===== config.mk =====
export PLATFORM = sky130hd
export DESIGN_NAME = pam4_lane_framer
export DESIGN_NICKNAME = d
export VERILOG_FILES = /design/src/rtl/pam4_lane_pkg.sv /design/src/rtl/lane_slot_ctr.sv /design/src/rtl/pam4_precoder.sv /design/src/rtl/pam4_lane_framer.sv
export SDC_FILE = /design/constraint.sdc
export NUM_CORES = 1
export LEC_CHECK = 0
export ABC_AREA = 0
export BUFFER_PORTS_ARGS = -buffer_cell sky130_fd_sc_hd__clkbuf_2
export CAP_MARGIN = 40
export CORE_UTILIZATION = 47
export DETAILED_ROUTE_END_ITERATION = 8
export PLACE_DENSITY = 0.67
export SLEW_MARGIN = 20
export SYNTH_ARGS = -nofsm -noshare
export SYNTH_HDL_FRONTEND = slang
export SYNTH_SLANG_ARGS = --single-unit

===== constraint.sdc =====
create_clock -name clk -period 2.42 [get_ports clk]
set_clock_uncertainty 0.05 [all_clocks]
set_input_delay 0.242 -clock clk [delete_from_list [all_inputs] [get_ports clk]]
set_output_delay 0.242 -clock clk [all_outputs]
set_load 0.1 [all_outputs]

===== src/rtl/pam4_lane_pkg.sv =====
package pam4_lane_pkg;

    typedef enum logic [1:0] {
        SLOT_OVH  = 2'd0,
        SLOT_DATA = 2'd1,
        SLOT_TERM = 2'd2
    } slot_kind_e;

    typedef struct packed {
        logic [1:0] pair;
        logic       term;
        logic       fstart;
    } sym_req_t;

    // Gray code to symbol value: 00->0, 01->1, 11->2, 10->3
    function automatic logic [1:0] gray_to_val(input logic [1:0] g);
        return {g[1], g[1] ^ g[0]};
    endfunction

    // Symbol value to Gray code: 0->00, 1->01, 2->11, 3->10
    function automatic logic [1:0] val_to_gray(input logic [1:0] v);
        return {v[1], v[1] ^ v[0]};
    endfunction

endpackage


===== src/rtl/lane_slot_ctr.sv =====
module lane_slot_ctr
    import pam4_lane_pkg::*;
#(
    parameter int ROW_BITS = 64,
    parameter int ROWS     = 88,
    parameter int OVH_BITS = 4
) (
    input  logic                        clk,
    input  logic                        rst_n,
    input  logic                        in_valid,
    output slot_kind_e                  kind,
    output logic [$clog2(ROW_BITS)-1:0] col,
    output logic [$clog2(ROWS)-1:0]     row,
    output logic                        advance
);
    localparam int CW = $clog2(ROW_BITS);
    localparam int RW = $clog2(ROWS);

    typedef struct packed {
        logic [CW-1:0] col;
        logic [RW-1:0] row;
    } pos_t;

    pos_t st_q, st_d;

    always_comb begin
        if (st_q.row == '0 && int'(st_q.col) < OVH_BITS)
            kind = SLOT_OVH;
        else if (st_q.col == CW'(ROW_BITS - 1))
            kind = SLOT_TERM;
        else
            kind = SLOT_DATA;

        advance = (kind != SLOT_DATA) || in_valid;

        st_d = st_q;
        if (advance) begin
            if (st_q.col == CW'(ROW_BITS - 1)) begin
                st_d.col = '0;
                st_d.row = (st_q.row == RW'(ROWS - 1)) ? '0 : st_q.row + 1'b1;
            end else begin
                st_d.col = st_q.col + 1'b1;
            end
        end
    end

    always_ff @(posedge clk) begin
        if (!rst_n) st_q <= '0;
        else        st_q <= st_d;
    end

    assign col = st_q.col;
    assign row = st_q.row;

    // a payload slot without valid holds the frame position
    p_stall_hold_r9: assert property (@(posedge clk) disable iff (!rst_n)
        (kind == SLOT_DATA && !in_valid) |=> $stable(st_q));

    // the last slot of a row is always followed by slot 0
    p_row_wrap_r2: assert property (@(posedge clk) disable iff (!rst_n)
        (st_q.col == CW'(ROW_BITS - 1)) |=> (st_q.col == '0));

endmodule


===== src/rtl/pam4_precoder.sv =====
module pam4_precoder
    import pam4_lane_pkg::*;
(
    input  logic       clk,
    input  logic       rst_n,
    input  logic       req_valid,
    input  sym_req_t   req,
    output logic       sym_valid,
    output logic [1:0] sym_code,
    output logic       sym_is_term,
    output logic       sym_frame_start
);
    typedef struct packed {
        logic [1:0] p;
        logic       vld;
        logic [1:0] code;
        logic       term;
        logic       fs;
    } pc_state_t;

    pc_state_t st_q, st_d;
    logic [1:0] x_val;
    logic [1:0] p_new;

    always_comb begin
        x_val = gray_to_val(req.pair);
        if (req.term)
            p_new = req.pair[1] ? 2'd3 : 2'd0;   // outer level picked by last data bit
        else
            p_new = x_val - st_q.p;              // modulo-4 by 2-bit wrap

        st_d      = st_q;
        st_d.vld  = req_valid;
        if (req_valid) begin
            st_d.p    = p_new;
            st_d.code = val_to_gray(p_new);
            st_d.term = req.term;
            st_d.fs   = req.fstart;
        end
    end

    always_ff @(posedge clk) begin
        if (!rst_n) st_q <= '0;
        else        st_q <= st_d;
    end

    assign sym_valid       = st_q.vld;
    assign sym_code        = st_q.code;
    assign sym_is_term     = st_q.term;
    assign sym_frame_start = st_q.fs;

    // a termination symbol always leaves at an outer level (code 10 or 00)
    p_term_outer_r7: assert property (@(posedge clk) disable iff (!rst_n)
        (sym_valid && sym_is_term) |-> (sym_code[0] == 1'b0));

    // two slots per symbol, so valid never lasts two cycles
    p_valid_pulse_r4: assert property (@(posedge clk) disable iff (!rst_n)
        sym_valid |=> !sym_valid);

endmodule


===== src/rtl/pam4_lane_framer.sv =====
module pam4_lane_framer
    import pam4_lane_pkg::*;
#(
    parameter int ROW_BITS = 64,
    parameter int ROWS     = 88,
    parameter int OVH_BITS = 4
) (
    input  logic                clk,
    input  logic                rst_n,
    input  logic                in_valid,
    input  logic                in_data,
    output logic                in_ready,
    input  logic [OVH_BITS-1:0] ovh_bits,
    output logic                sym_valid,
    output logic [1:0]          sym_code,
    output logic                sym_is_term,
    output logic                sym_frame_start
);
    localparam int CW = $clog2(ROW_BITS);
    localparam int RW = $clog2(ROWS);
    localparam int OW = (OVH_BITS > 1) ? $clog2(OVH_BITS) : 1;

    slot_kind_e     kind;
    logic [CW-1:0]  col;
    logic [RW-1:0]  row;
    logic           adv;
    logic           slot_bit;
    logic           hold_q, hold_d;
    logic           req_valid;
    sym_req_t       req;
    logic [OVH_BITS-1:0] ovh_rev;

    lane_slot_ctr #(
        .ROW_BITS (ROW_BITS),
        .ROWS     (ROWS),
        .OVH_BITS (OVH_BITS)
    ) i_slot (
        .clk      (clk),
        .rst_n    (rst_n),
        .in_valid (in_valid),
        .kind     (kind),
        .col      (col),
        .row      (row),
        .advance  (adv)
    );

    assign ovh_rev  = {<<{ovh_bits}};
    assign in_ready = (kind == SLOT_DATA);

    always_comb begin
        unique case (kind)
            SLOT_OVH:  slot_bit = ovh_rev[col[OW-1:0]];
            SLOT_TERM: slot_bit = 1'b0;
            default:   slot_bit = in_data;
        endcase

        hold_d      = (adv && !col[0]) ? slot_bit : hold_q;
        req_valid   = adv && col[0];
        req.pair    = {hold_q, slot_bit};
        req.term    = (kind == SLOT_TERM);
        req.fstart  = (row == '0) && (col == CW'(1));
    end

    always_ff @(posedge clk) begin
        if (!rst_n) hold_q <= 1'b0;
        else        hold_q <= hold_d;
    end

    pam4_precoder i_pre (
        .clk             (clk),
        .rst_n           (rst_n),
        .req_valid       (req_valid),
        .req             (req),
        .sym_valid       (sym_valid),
        .sym_code        (sym_code),
        .sym_is_term     (sym_is_term),
        .sym_frame_start (sym_frame_start)
    );

    // the first symbol of a frame is never a termination symbol
    p_fstart_not_term_r8: assert property (@(posedge clk) disable iff (!rst_n)
        (sym_valid && sym_frame_start) |-> !sym_is_term);

    // no payload is taken in a slot the block fills itself
    p_ready_only_data_r3: assert property (@(posedge clk) disable iff (!rst_n)
        (row == '0 && col == '0) |-> !in_ready);

endmodule


==> results.md <==
* Status: finished clean
* Final Cycle Share at 0.961
* Final nets at 169
* Class of the most critical setup path: reg -> reg
* Power per cell area at 796 nW/um2
* IO Count at 14
* First-pass GRT wire length at 4.35 mm
* Dpl hpwl at 1.92 mm
* H-tree depth at 1
* Mean Syn Cell Area at 8.75 um2
* Worst-path clk slew at 0.11 ns
* Number of remaining DRC errors at 0
* Synth Cell Area at 1200 um2
* Max-slew violations at 0
* Post-place setup slack at -0.00519 ns
* Drt wl/cell at 14.3 um
* Commonest non-fill, non-tap cell in the layout: dfxtp_1
* Ant. Diodes at 0
* Vias post-DR at 1,073
* Antenna Violating Nets Remaining at 0
* Delay-heaviest family, CP: simple AND/OR/NAND/NOR gates
* Sw Pwr at 0.473 mW
* Vias in the first global route at 949
* Top_reg_cell synth: dfxtp_1
* Achievable frequency at 0.430 GHz
* RSZ-0062 raised after global routing: yes
* Peak VDD IR at 0.677 mV
* Cell Int Power at 0.618 mW
* Cells after synthesis at 137
* Longest Clk Path Bufs at 2
* Sw frac at 0.433
* Final GP Congestion at 0.796
* Most frequent cells in the layout: 17 x dfxtp_1, 14 x nand2_1, 13 x clkbuf_2, 9 x nor2_1
* WL final at 2.61 mm
* Final Hold Fails at 0
* DRT Pass-1 Iters at 4
* Register bit total from synthesis at 20
* Core area at 2300 um2
* Clock Power Share at 0.149
* Crit Path Max Fanout at 4
* Number of synthesized flops with an enable pin at 0
* Max-cap violations at 0
* Crit path cell chain: nor4_4 -> and3_4 -> mux2i_4 -> xor2_1 -> ha_1 -> xnor3_1 -> xnor2_1 -> o22ai_1
* PortBufs at 13
* Fin crit period at 2.33 ns
* Total clock sinks at 20
* Worst setup margin at 0.0947 ns
* Setup Viol. Count Final at 0
* Slowest stage cell on the critical path: nor4_4
* Area grow syn2layout at 14.4%
* Overflow after GRT at 0
* Largest stage delay on the critical path at 0.40 ns
* 1st-iter DRT viols at 40
* CTS root buffer: clkbuf_4
* Sequential fraction of the synthesis area at 0.334
* Worst path bufs/invs at 0
* Critical path arrival at 2.48 ns
* Avg Vias per Cell at 5.90
* Worst slew margin at 0.638
* Site row count at 17
* CTS tree: built
* Mapped Nets at 150
* Clk Latency, worst-skew pair at 0.31 ns
* CTS Buf Count at 3
* Gate power share at 0.476
* WP data required at 2.57 ns
* Crit. End Element: register
* Final core utilization at 0.597
* Die area at 2760 um2
* Tot GR Track Use at 0.218
* Starting density of the core at 0.522
* Warnings from Yosys at 0
* Initial antenna violation count at 0
* Layout cells sized above 1 at 0.266
* Class of the worst hold path: in -> reg
* Worst slew pin tran at 0.545 ns
* Largest net degree at the start of global routing at 18
* Die X at 52.5 um
* TNS Setup at 0 ns
* Chip height at 52.5 um
* Leakage at 0.541 nW
* Seq pwr share at 0.375
* Synth cell types at 48
* Ys async rst share at 0
* Startpoint Class: register
==> cells in the mapped netlist, types with 2 or more instances <==
library cell  instances  share of area
xnor2_1               5          0.037
clkbuf_1              3         0.0094
nor2_1               10          0.031
ha_1                  5          0.052
xor2_1                3          0.022
nand2b_1              2          0.010
nand4_1               3          0.016
nand2_1              14          0.044
nand3_1               8          0.033
and3_1                4          0.021
mux2i_1               4          0.033
nor3_1                2         0.0084
a21oi_1               9          0.038
o21ai_0               3          0.013
buf_4                 2          0.013
dfxtp_1              20           0.33
buf_2                 2         0.0084
and2_1                2          0.010
or3b_1                2          0.015
inv_1                 6          0.019
==> through the flow <==
step	total power [mW]	std cells	area [um2]	hold WS [ns]
after global routing	1.15	182	1370	0.336
after global placement	0.886	177	1310	0.412
final	1.09	182	1370	0.325
after floorplan	0.829	137	1200	0.397
after detailed placement	0.898	177	1310	0.420
after CTS	1.07	180	1340	0.319
==> sequential cells by signal, summed over array words and instances, names as in the netlist <==
name / flops
i_slot.row: 7
i_slot.col: 6
i_pre.st_q: 2
hold_q: 1
i_pre.sym_code: 1
i_pre.sym_frame_start: 1
i_pre.sym_is_term: 1
i_pre.sym_valid: 1
==> metal layers <==
metal,track usage,up-vias,part of all wire
met2,0.329,36,0.44
met4,0.0789,0,0.014
li1,-,528,-
met1,0.297,504,0.50
met3,0.0522,5,0.047
met5,0,-,0
==> timing repair <==
item / CTS / global route
gates cloned: 0 / 0
setup buffers: 0 / 2
endpoints found under the setup margin: 2 / 3
resized for setup: 2 / 5
hold buffers: 0 / 0
pin swaps: 0 / 3
endpoints found under the hold margin: 0 / 0
==> power groups by stage <==
| stage | clock [mW] | sequential [mW] | combinational [mW] |
|---|---|---|---|
| 2_1_floorplan | 0 | 0.444 | 0.384 |
| 5_1_grt | 0.181 | 0.416 | 0.556 |
| 3_3_place_gp | 0 | 0.417 | 0.470 |
| 6_report | 0.162 | 0.410 | 0.519 |
| 4_1_cts | 0.166 | 0.410 | 0.490 |
| 3_5_place_dp | 0 | 0.418 | 0.480 |
==> final cells by class <==
cell class,instances,area [um2]
Timing Repair Buffer,21,125
Tap cell,28,35.0
Clock buffer,3,22.5
Sequential cell,20,404
Multi-Input combinational cell,103,758
Fill cell,205,926
Inverter,7,26.3
==> tightest hold or removal path: cells and delay by family <==
family | cells | cell delay (ns)
buffers and inverters | 1 | 0.23
AOI/OAI and AO/OA | 2 | 0.17
==> final timing paths <==
path | from | endpoint | slack (ns) | depth (start not counted)
max | i_slot.row[6] | i_pre.sym_code[0] | 0.09 | 8
min | rst_n | i_pre.st_q[6] | 0.33 | 3
max reg2reg | i_slot.row[6] | i_pre.sym_code[0] | 0.09 | 8
min reg2reg | i_pre.sym_code[0] | i_pre.sym_code[0] | 0.44 | 2
==> kinds of logic (layout without fill, tap and decap cells) <==
| group | count (synthesis) | in the layout | synth area share |
|---|---|---|---|
| AOI/OAI and AO/OA | 26 | 26 | 0.147 |
| xor gates and xnor gates | 9 | 9 | 0.0772 |
| adders and majority gates | 5 | 5 | 0.0522 |
| buffers and inverters | 14 | 31 | 0.0522 |
| DFF | 20 | 20 | 0.334 |
| muxes | 6 | 6 | 0.0616 |
| and+or+nand+nor | 57 | 57 | 0.276 |
No activity file was read; power rests on OpenSTA's default activity.
